===== config.mk =====
export PLATFORM = sky130hd
export DESIGN_NAME = pause_fc_resolver
export DESIGN_NICKNAME = d
export VERILOG_FILES = /design/src/rtl/fcr_pkg.sv /design/src/rtl/fcr_negotiate.sv /design/src/rtl/fcr_force_decode.sv /design/src/rtl/fcr_state.sv /design/src/rtl/pause_fc_resolver.sv
export SDC_FILE = /design/constraint.sdc
export NUM_CORES = 1
export LEC_CHECK = 0
export ABC_AREA = 0
export BUFFER_PORTS_ARGS = -buffer_cell sky130_fd_sc_hd__buf_2
export CORE_MARGIN = 2
export CORE_UTILIZATION = 45
export DETAILED_ROUTE_END_ITERATION = 8
export PLACE_DENSITY = 0.77
export SETUP_SLACK_MARGIN = 0.15
export SYNTH_ARGS = -nofsm -noshare
export SYNTH_HDL_FRONTEND = slang
export SYNTH_SLANG_ARGS = --single-unit
export TNS_END_PERCENT = 1

===== constraint.sdc =====
create_clock -name clk_i -period 0.9 [get_ports clk_i]
set_clock_uncertainty 0.05 [all_clocks]
set_input_delay 0.09 -clock clk_i [delete_from_list [all_inputs] [get_ports clk_i]]
set_output_delay 0.09 -clock clk_i [all_outputs]
set_load 0.02 [all_outputs]

===== src/rtl/fcr_pkg.sv =====
package fcr_pkg;
  localparam int REQ_W = 3;
  typedef enum logic [1:0] {
    FC_NONE = 2'd0,
    FC_RX   = 2'd1,
    FC_TX   = 2'd2,
    FC_FULL = 2'd3
  } fc_mode_e;
  localparam logic [REQ_W-1:0] REQ_FULL = 3'd3;
  localparam logic [REQ_W-1:0] REQ_DFLT = 3'd4;
endpackage


===== src/rtl/fcr_negotiate.sv =====
module fcr_negotiate
  import fcr_pkg::*;
(
  input  logic     loc_pause_i,
  input  logic     loc_asym_i,
  input  logic     lp_pause_i,
  input  logic     lp_asym_i,
  input  logic     want_full_i,
  output fc_mode_e mode_o
);
  always_comb begin
    if (loc_pause_i && lp_pause_i)
      mode_o = want_full_i ? FC_FULL : FC_RX;
    else if (!loc_pause_i && loc_asym_i && lp_pause_i && lp_asym_i)
      mode_o = FC_TX;
    else if (loc_pause_i && loc_asym_i && !lp_pause_i && lp_asym_i)
      mode_o = FC_RX;
    else
      mode_o = FC_NONE;
  end
endmodule


===== src/rtl/fcr_force_decode.sv =====
module fcr_force_decode
  import fcr_pkg::*;
(
  input  logic [REQ_W-1:0] req_i,
  output fc_mode_e         mode_o,
  output logic             bad_o
);
  always_comb begin
    bad_o  = 1'b0;
    mode_o = FC_NONE;
    if (req_i == REQ_DFLT)      mode_o = FC_FULL;
    else if (req_i <= REQ_FULL) mode_o = fc_mode_e'(req_i[1:0]);
    else                        bad_o  = 1'b1;
  end
endmodule


===== src/rtl/fcr_state.sv =====
module fcr_state
  import fcr_pkg::*;
#(
  parameter int WM_W = 16
) (
  input  logic            clk_i,
  input  logic            rst_ni,
  input  logic            strobe_i,
  input  logic            apply_i,
  input  logic            err_set_i,
  input  fc_mode_e        mode_i,
  input  logic [WM_W-1:0] low_i,
  input  logic [WM_W-1:0] high_i,
  input  logic            xon_i,
  output fc_mode_e        mode_o,
  output logic            tx_en_o,
  output logic            rx_en_o,
  output logic [WM_W-1:0] low_o,
  output logic [WM_W-1:0] high_o,
  output logic            xon_o,
  output logic            done_o,
  output logic            err_o
);
  logic tx_sel;
  assign tx_sel = (mode_i == FC_TX) || (mode_i == FC_FULL);

  always_ff @(posedge clk_i or negedge rst_ni) begin
    if (!rst_ni) begin
      mode_o  <= FC_NONE;
      tx_en_o <= 1'b0;
      rx_en_o <= 1'b0;
      low_o   <= '0;
      high_o  <= '0;
      xon_o   <= 1'b0;
      done_o  <= 1'b0;
      err_o   <= 1'b0;
    end else begin
      done_o <= strobe_i;
      if (err_set_i) err_o <= 1'b1;
      if (apply_i) begin
        mode_o  <= mode_i;
        tx_en_o <= tx_sel;
        rx_en_o <= (mode_i == FC_RX) || (mode_i == FC_FULL);
        // thresholds only meaningful when we may send pause
        low_o   <= tx_sel ? low_i  : '0;
        high_o  <= tx_sel ? high_i : '0;
        xon_o   <= tx_sel & xon_i;
      end
    end
  end
endmodule


===== src/rtl/pause_fc_resolver.sv =====
module pause_fc_resolver
  import fcr_pkg::*;
#(
  parameter int WM_W = 16
) (
  input  logic             clk_i,
  input  logic             rst_ni,
  input  logic             resolve_i,
  input  logic             an_enable_i,
  input  logic             an_complete_i,
  input  logic             loc_pause_i,
  input  logic             loc_asym_i,
  input  logic             lp_pause_i,
  input  logic             lp_asym_i,
  input  logic [REQ_W-1:0] req_mode_i,
  input  logic             full_duplex_i,
  input  logic [WM_W-1:0]  low_water_i,
  input  logic [WM_W-1:0]  high_water_i,
  input  logic             send_xon_i,
  output logic [1:0]       mode_o,
  output logic             tx_pause_en_o,
  output logic             rx_pause_en_o,
  output logic [WM_W-1:0]  low_thr_o,
  output logic [WM_W-1:0]  high_thr_o,
  output logic             xon_en_o,
  output logic             done_o,
  output logic             cfg_err_o
);
  fc_mode_e neg_mode, frc_mode, sel_mode, fin_mode, cur_mode;
  logic     frc_bad, want_full, apply, err_set;

  assign want_full = (req_mode_i == REQ_FULL) || (req_mode_i == REQ_DFLT);

  fcr_negotiate u_neg (
    .loc_pause_i (loc_pause_i),
    .loc_asym_i  (loc_asym_i),
    .lp_pause_i  (lp_pause_i),
    .lp_asym_i   (lp_asym_i),
    .want_full_i (want_full),
    .mode_o      (neg_mode)
  );

  fcr_force_decode u_frc (
    .req_i  (req_mode_i),
    .mode_o (frc_mode),
    .bad_o  (frc_bad)
  );

  assign sel_mode = an_enable_i ? neg_mode : frc_mode;
  assign fin_mode = full_duplex_i ? sel_mode : FC_NONE;
  assign apply    = resolve_i && (an_enable_i ? an_complete_i : !frc_bad);
  assign err_set  = resolve_i && !an_enable_i && frc_bad;

  fcr_state #(.WM_W(WM_W)) u_st (
    .clk_i     (clk_i),
    .rst_ni    (rst_ni),
    .strobe_i  (resolve_i),
    .apply_i   (apply),
    .err_set_i (err_set),
    .mode_i    (fin_mode),
    .low_i     (low_water_i),
    .high_i    (high_water_i),
    .xon_i     (send_xon_i),
    .mode_o    (cur_mode),
    .tx_en_o   (tx_pause_en_o),
    .rx_en_o   (rx_pause_en_o),
    .low_o     (low_thr_o),
    .high_o    (high_thr_o),
    .xon_o     (xon_en_o),
    .done_o    (done_o),
    .err_o     (cfg_err_o)
  );

  assign mode_o = cur_mode;
endmodule


Yosys cells after proc, flatten, opt, wreduce, memory -nomap -nowiden
Cells that the tools add are included.
- eq/ne operators: 5
- reduce and logical (&&, ||, !) cells: 17
- magnitude comparators: 1
- multiplexer cells: 13
- bitwise gates (word level): 1
- operators with widths (kind ; count):
    $mux W16 ; 2
    $mux W2 ; 7
    $logic_and A1 B1 Y1 ; 10
    $eq A2 B2 Y1 const B ; 2
    $logic_not A1 Y1 ; 4
    $mux W1 ; 4
    $eq A3 B2 Y1 const B ; 1
    $eq A3 B3 Y1 const B ; 1
    $le A3 B2 Y1 const B ; 1
    $logic_or A1 B1 Y1 ; 3
    $eq A2 B1 Y1 const B ; 1
    $and A1 B1 Y1 ; 1
- bits in registers: 39

Longest topological paths before layout
Gate-level depths: netlist of the first run.
- depth after elaboration: 11
- depth in mapped cells: 7
- depth with buffers taken out: 4

Modules after synthesis
Synthesis of the first run repeated with hierarchy kept, for this count alone.
- cells, all modules: 184
- area, all modules: 1717.9 um2
- by module, submodules not included (module ; cells an instance ; seq. area each (um2) ; times used ; area each (um2)):
    fcr_state ; 161 ; 975.9 ; 1 ; 1577.8
    pause_fc_resolver ; 12 ; 0.0 ; 1 ; 77.6
    fcr_force_decode ; 6 ; 0.0 ; 1 ; 33.8
    fcr_negotiate ; 5 ; 0.0 ; 1 ; 28.8

Least setup slack after synthesis of the first run
No wires, ideal clock.
- kind: in2reg
- from: input req_mode_i[1]
- to: register u_st.high_o[10]
- data arrival time: 1188 ps
- stages on the path: 5
- required time: 758 ps
- path buffers: 2
- setup time: 92 ps
- slack: -430 ps
- cells stage by stage: or3b_1 -> a41o_1 -> buf_6 -> buf_6 -> o31ai_2
- cells in the longest elaborated chain, start to end: 9
- elaborated cells between the ends (all ways): 19
- those cells by class: 1 x order compare; 4 x eq/ne; 10 x mux; 4 x reduce/logical
- RTL lines (element ; line ; RTL):
    start: declaration ; pause_fc_resolver.sv:15 ; input logic [REQ_W-1:0] req_mode_i,
    parallel branches: the longest is 9 deep, another holds $le A3 B2 Y1 ; n/a ;
    end signal: assignment ; fcr_state.sv:46 ; high_o <= tx_sel ? high_i : '0;
    end: declaration ; fcr_state.sv:19 ; output logic [WM_W-1:0] high_o,
Parallel ways; which one is timed is not known.
A chain may end at the register's enable or synchronous reset.

Worst setup path after layout of the first run
- from: input req_mode_i[2]
- to: register u_st.tx_en_o
- cells in the longest elaborated chain, start to end: 8
- elaborated cells between the ends (all ways): 18
- those cells by class: 1 x order compare; 4 x eq/ne; 9 x mux; 4 x reduce/logical
- RTL lines (element ; line ; RTL):
    parallel branches: the longest is 8 deep, another holds $le A3 B2 Y1 ; n/a ;
    end signal: assignment ; fcr_state.sv:42 ; tx_en_o <= tx_sel;
    end: declaration ; fcr_state.sv:16 ; output logic tx_en_o,
Parallel ways; which one is timed is not known.

==> out/qor.csv, run 1 <==
metric;value;unit
status;finished with violations;
violations;hold timing, setup timing;
chipHeight;68.6;µm
drive_gt1_frac;0.515;
worstPathMaxFanout;13;
hold_path_depth;3;
place.port_buffers;84;
crit_arrival;1.26;ns
ys_seq_area_frac;0.506;
vdd_ir_drop_max;0.000645;V
r2r_start;u_st.low_o[7];
cp-end-kind;register;
wl;4190;µm
final_antenna_net_count;0;
remaining_drc_errors;0;
wl_per_cell;13.2;µm
grt_first_pass_wirelength;6570;µm
cap_violations;0;
finalSetupViolCount;74;
post-dp-hpwl;2940;µm
synth_top_area_frac;0.506;
setup_ws;-0.216;ns
dp_slack;-0.567;ns
track_usage;0.188;
core_area;4000;µm²
final_nets;314;
synthCells;179;
synth_nets;225;
worstSetupPathType;in2reg;
clock-sinks;38;
clkTransAtPathRegs;0.07;ns
via_per_inst;4.97;
diodes;0;
fill_cells;326;
ys_seq_elements;38;
clock_latency;0.28;ns
io-pin-count;85;
maxSlewViolCount;0;
fin_crit_sh;1.24;
cts_inserted_buffers;5;
fin_util;0.660;
synth_largest_area_cell;dfrtp_1;
startpoint;req_mode_i[2];
rows;23;
worst_pin_slew;0.298;ns
synth_area_leaders;dfrtp_1, o31ai_2, nand2_1, buf_6, o31ai_1;
fin_hold_ws;-0.00286;ns
grt.overflow.total;0;
antenna_found_initial;0;
max_freq;896;MHz
power.density;1470;nW/µm²
hold_path.class;in2reg;
cts_hold_buf;2;
finalHoldViolations;1;
drt_iter0_drc;151;
worstHoldStart;high_water_i[6];
grt_max_degree;39;
ys_types;22;
dieWidth;68.6;µm
critPathRequiredTime;1.04;ns
avgSynthCellArea;10.5;µm²
grt_pass1_vias;1419;
netlist_area;1880;µm²
die_area;4710;µm²
cts_root_buf;clkbuf_8;
reg2regPathDepth;2;
rsz0062_at_grt;true;
leakage;1.32;nW
cts_tree;done;
total_power;0.00387;W
start_util;0.470;
slew_headroom;0.800;
layout_min_cycle_time;1.12;ns
first_pass_iters;4;
place_congestion;0.704;
start_kind;primary input;
clockBufferDepth;2;
syn_to_final_growth;40.5;%
synth_warnings;0;
h-tree-depth;2;
via_count;1581;
-- layout make-up --
class	count	area, µm²	area share
multi-input combinational	122	896	0.339
clock buffer	7	76.3	0.0289
sequential	38	951	0.360
timing repair buffer	99	648	0.245
inverter	2	7.51	0.00284
tap	50	62.6	0.0237
-- synthesized netlist by cell type (all sizes together) --
| cell | n |
|---|---|
| o21a | 1 |
| o211ai | 1 |
| a41o | 1 |
| nand2 | 69 |
| dfrtp | 38 |
| buf | 11 |
| nand2b | 3 |
| o21ai | 4 |
| a21oi | 2 |
| or2 | 1 |
| inv | 2 |
| and2 | 2 |
| or3b | 1 |
| o21bai | 1 |
| clkbuf | 6 |
| o31ai | 36 |
-- layout by cell type (no fill, tap or decap), types with 2 or more instances in the layout --
cell	count
o31ai_2	25
dlygate4sd3_1	2
clkbuf_8	5
o31ai_1	4
and2_1	2
o31ai_4	7
buf_12	5
buf_4	7
buf_2	77
a21oi_4	2
o21ai_0	3
buf_6	8
nand2b_1	3
nand2_1	69
clkbuf_1	2
inv_1	2
dfrtp_1	38
-- per-stage QoR --
step	cell area, µm²	setup TNS (ns)	std cells
2_1_floorplan	1910	-11.55	179
3_5_place_dp	2430	-18.87	309
3_3_place_gp	2430	-17.62	309
6_report	2640	-9.05	318
4_1_cts	2580	-9.48	318
5_1_grt	2640	-12.17	318
-- per-layer routing --
layer  track usage  vias to the layer above  share of wire
met4        0.0650                        0         0.0033
met5             0                        -              0
met2         0.311                       56           0.51
li1              -                      786              -
met3        0.0503                        2          0.060
met1         0.235                      737           0.43
-- state kept, by name, indices dropped and copies added (netlist names) --
name and count:
u_st.high_o 16, u_st.low_o 16, u_st.done_o 1, u_st.err_o 1, u_st.mode_o 1, u_st.rx_en_o 1, u_st.tx_en_o 1, u_st.xon_o 1
-- report_power, final --
part           internal, W  total [W]  switching [W]  leakage (nW)
Combinational     0.000383   0.000947       0.000564         0.763
Clock             0.000533    0.00106       0.000532        0.0383
Sequential         0.00181    0.00186      0.0000559         0.514
Total              0.00272    0.00387        0.00115          1.32
-- critical path: stages --
cell and delay, ns:
buf_2 0.11, nand2b_1 0.14, or2_1 0.22, a41o_4 0.33
buf_12 0.17, o31ai_2 0.19
-- repair_timing --
action / in CTS / in global routing
resized for setup: 8 / 17
pin swaps: 5 / 0
setup endpoints to repair: 75 / 75
hold endpoints to repair: 42 / 2
gates cloned: 0 / 0
buffers inserted: 0 / 0
-- worst paths after layout --
kind	end	slack [ns]
setup / recovery	u_st.tx_en_o	-0.22
hold / removal	u_st.high_o[6]	-0.003
setup reg to reg	u_st.low_o[7]	0.15
hold reg to reg	u_st.low_o[10]	0.43
max in group asynchronous	u_st.done_o	0.37
min in group asynchronous	u_st.low_o[3]	0.25
-- cells by family after synthesis --
family / share of synthesized area
AOI/OAI and AO/OA: 0.268
DFF: 0.506
and+or+nand+nor: 0.162
buffers and inverters: 0.0632
(Power assumes the default switching activity.)
==> run 2, diff against run 1 <==
--- a/config.mk
+++ b/config.mk
@@ -12,6 +12,7 @@
 export DETAILED_ROUTE_END_ITERATION = 8
 export PLACE_DENSITY = 0.77
 export SETUP_SLACK_MARGIN = 0.15
+export SLEW_MARGIN = 25
 export SYNTH_ARGS = -nofsm -noshare
 export SYNTH_HDL_FRONTEND = slang
 export SYNTH_SLANG_ARGS = --single-unit
==> constraint.sdc (replaced) <==
create_clock -name clk_i -period 1.4 [get_ports clk_i]
set_clock_uncertainty 0.05 [all_clocks]
set_input_delay 0.14 -clock clk_i [delete_from_list [all_inputs] [get_ports clk_i]]
set_output_delay 0.14 -clock clk_i [all_outputs]
set_load 0.02 [all_outputs]
==> run 2 against run 1 <==
The flow now finishes without violations; cell area down 4.2%; via count down 1.0%; non-clock buffer count down 3; utilization down 2.8 points; routed wire length down 5.5%; first-iteration DRC count down 23%; critical path type unchanged; critical endpoint is now u_st.low_o[0].
==> out/qor.csv, run 2 (synthesis results as in run 1) <==
metric;value;unit;change
status;completed;;
cp-end-kind;register;;
cts_tree;done;;
drt_iter0_drc;117;;-23%
max_stage_delay;0.41;ns;+0.08 ns
via_per_inst;4.95;;-0.39%
start_util;0.470;;unchanged
final_antenna_net_count;0;;unchanged
cap_violations;0;;unchanged
layout_min_cycle_time;1.20;ns;
rsz0062_at_grt;true;;
grt_pass1_vias;1399;;-1.4%
crit_arrival;1.35;ns;+0.09 ns
antenna_found_initial;0;;unchanged
top_regs;u_st.high_o x16, u_st.low_o x16;;
core_area;4000;µm²;unchanged
post-dp-hpwl;2910;µm;-1.1%
hold_path.class;in2reg;;
via_count;1565;;-1.0%
place.port_buffers;84;;unchanged
clkTransAtPathRegs;0.07;ns;about the same
final_nets;311;;-0.96%
slew_headroom;0.694;;-0.106
leakage;1.30;nW;-1.4%
clock_latency;0.28;ns;about the same
max_freq;832;MHz;
diodes;0;;unchanged
wl_per_cell;12.5;µm;-4.9%
worst_pin_slew;0.459;ns;+0.161 ns
clock-sinks;38;;unchanged
post_dp_cell_area;2420;µm²;-0.41%
start_kind;primary input;;
place_congestion;0.684;;-2.9%
drive_gt1_frac;0.511;;-0.00365
cts_root_buf;clkbuf_8;;
power.density;996;nW/µm²;-32%
grt.overflow.total;0;;unchanged
layout_common_cells;buf_2, nand2_1, dfrtp_1;;
worstSetupPathType;in2reg;;
finalHoldViolations;0;;-1
track_usage;0.182;;-0.00595
remaining_drc_errors;0;;unchanged
fin_crit_sh;0.859;;
final_common_cell;buf_2;;
maxSlewViolCount;0;;unchanged
first_pass_iters;4;;unchanged
critPathSlowestCell;or3b_4;;
stdcell_area;2530;µm²;-4.2%
finalSetupViolCount;0;;-100%
critPathBufInv;2;;unchanged
critPathRequiredTime;1.55;ns;+0.51 ns
dieWidth;68.6;µm;unchanged
rows;23;;unchanged
wl;3960;µm;-5.5%
chipHeight;68.6;µm;unchanged
h-tree-depth;2;;unchanged
cts_inserted_buffers;5;;unchanged
cp_top_family;compound AO/OA/AOI/OAI gates;;
fin_setup_tns;0;ns;+9.05 ns
syn_to_final_growth;34.7;%;
grt_max_degree;38;;-2.6%
die_area;4710;µm²;unchanged
vdd_ir_drop_max;0.000458;V;-29%
dp_slack;-0.0988;ns;+0.468 ns
io-pin-count;85;;unchanged
cp_cell_sequence;buf_2 > or3b_4 > a41o_2 > buf_12 > o31ai_2;;
worstPathMaxFanout;17;;+4
setup_ws;0.198;ns;+0.414 ns
clockBufferDepth;2;;unchanged
grt_first_pass_wirelength;6340;µm;-3.5%
postCtsSetupBuffers;0;;unchanged
run 2: layout make-up:
class	count	area (µm²)
Inverter	2	7.51
Timing Repair Buffer	96	591
Fill cell	355	1470
Clock buffer	6	82.6
Multi-Input combinational cell	122	825
Clock inverter	2	12.5
Sequential cell	38	951
Tap cell	50	62.6
run 2: layer usage:
layer / part of all wire / global-route usage / vias to the layer above / wire length [µm]
met5: 0 / 0 / - / 0
met1: 0.42 / 0.213 / 726 / 1650
met4: 0.018 / 0.0750 / 0 / 70
li1: - / - / 780 / -
met3: 0.058 / 0.0438 / 7 / 229
met2: 0.51 / 0.317 / 52 / 2000
run 2: what timing repair did:
action,in CTS,in global routing
setup endpoints to repair,0,6
resized for setup,0,1
hold buffers,2,0
hold endpoints to repair,19,0
run 2: per-stage QoR:
stage	utilization	hold slack [ns]	std cells	power, W
4_1_cts	0.633	0.0378	316	0.00256
3_3_place_gp	0.604	0.0592	306	0.00177
3_5_place_dp	0.604	0.0690	306	0.00178
2_1_floorplan	-	-0.206	179	0.00156
5_1_grt	0.633	0.0369	316	0.00267
6_report	0.633	0.0458	316	0.00252
run 2: report_power, final:
| group | leakage, nW | total, W | switching (W) | internal [W] |
|---|---|---|---|---|
| combinational | 0.735 | 0.000559 | 0.000340 | 0.000219 |
| clock | 0.0472 | 0.000770 | 0.000375 | 0.000395 |
| sequential | 0.514 | 0.00119 | 0.0000313 | 0.00116 |
run 2: worst paths after layout:
kind	from	endpoint	slack [ns]	depth (start not counted)
max in group asynchronous	rst_ni	u_st.low_o[15]	0.55	3
setup reg to reg	u_st.low_o[9]	u_st.low_o[9]	0.68	2
min in group asynchronous	rst_ni	u_st.low_o[7]	0.28	2
setup / recovery	req_mode_i[0]	u_st.low_o[0]	0.20	5
hold reg to reg	u_st.high_o[3]	u_st.high_o[3]	0.43	2
hold / removal	high_water_i[4]	u_st.high_o[4]	0.05	3
run 2: worst register-to-register path, stage by stage, from the launching register on:
cell,delay [ns]
dfrtp_1,0.39
nand2_1,0.09
o31ai_2,0.07
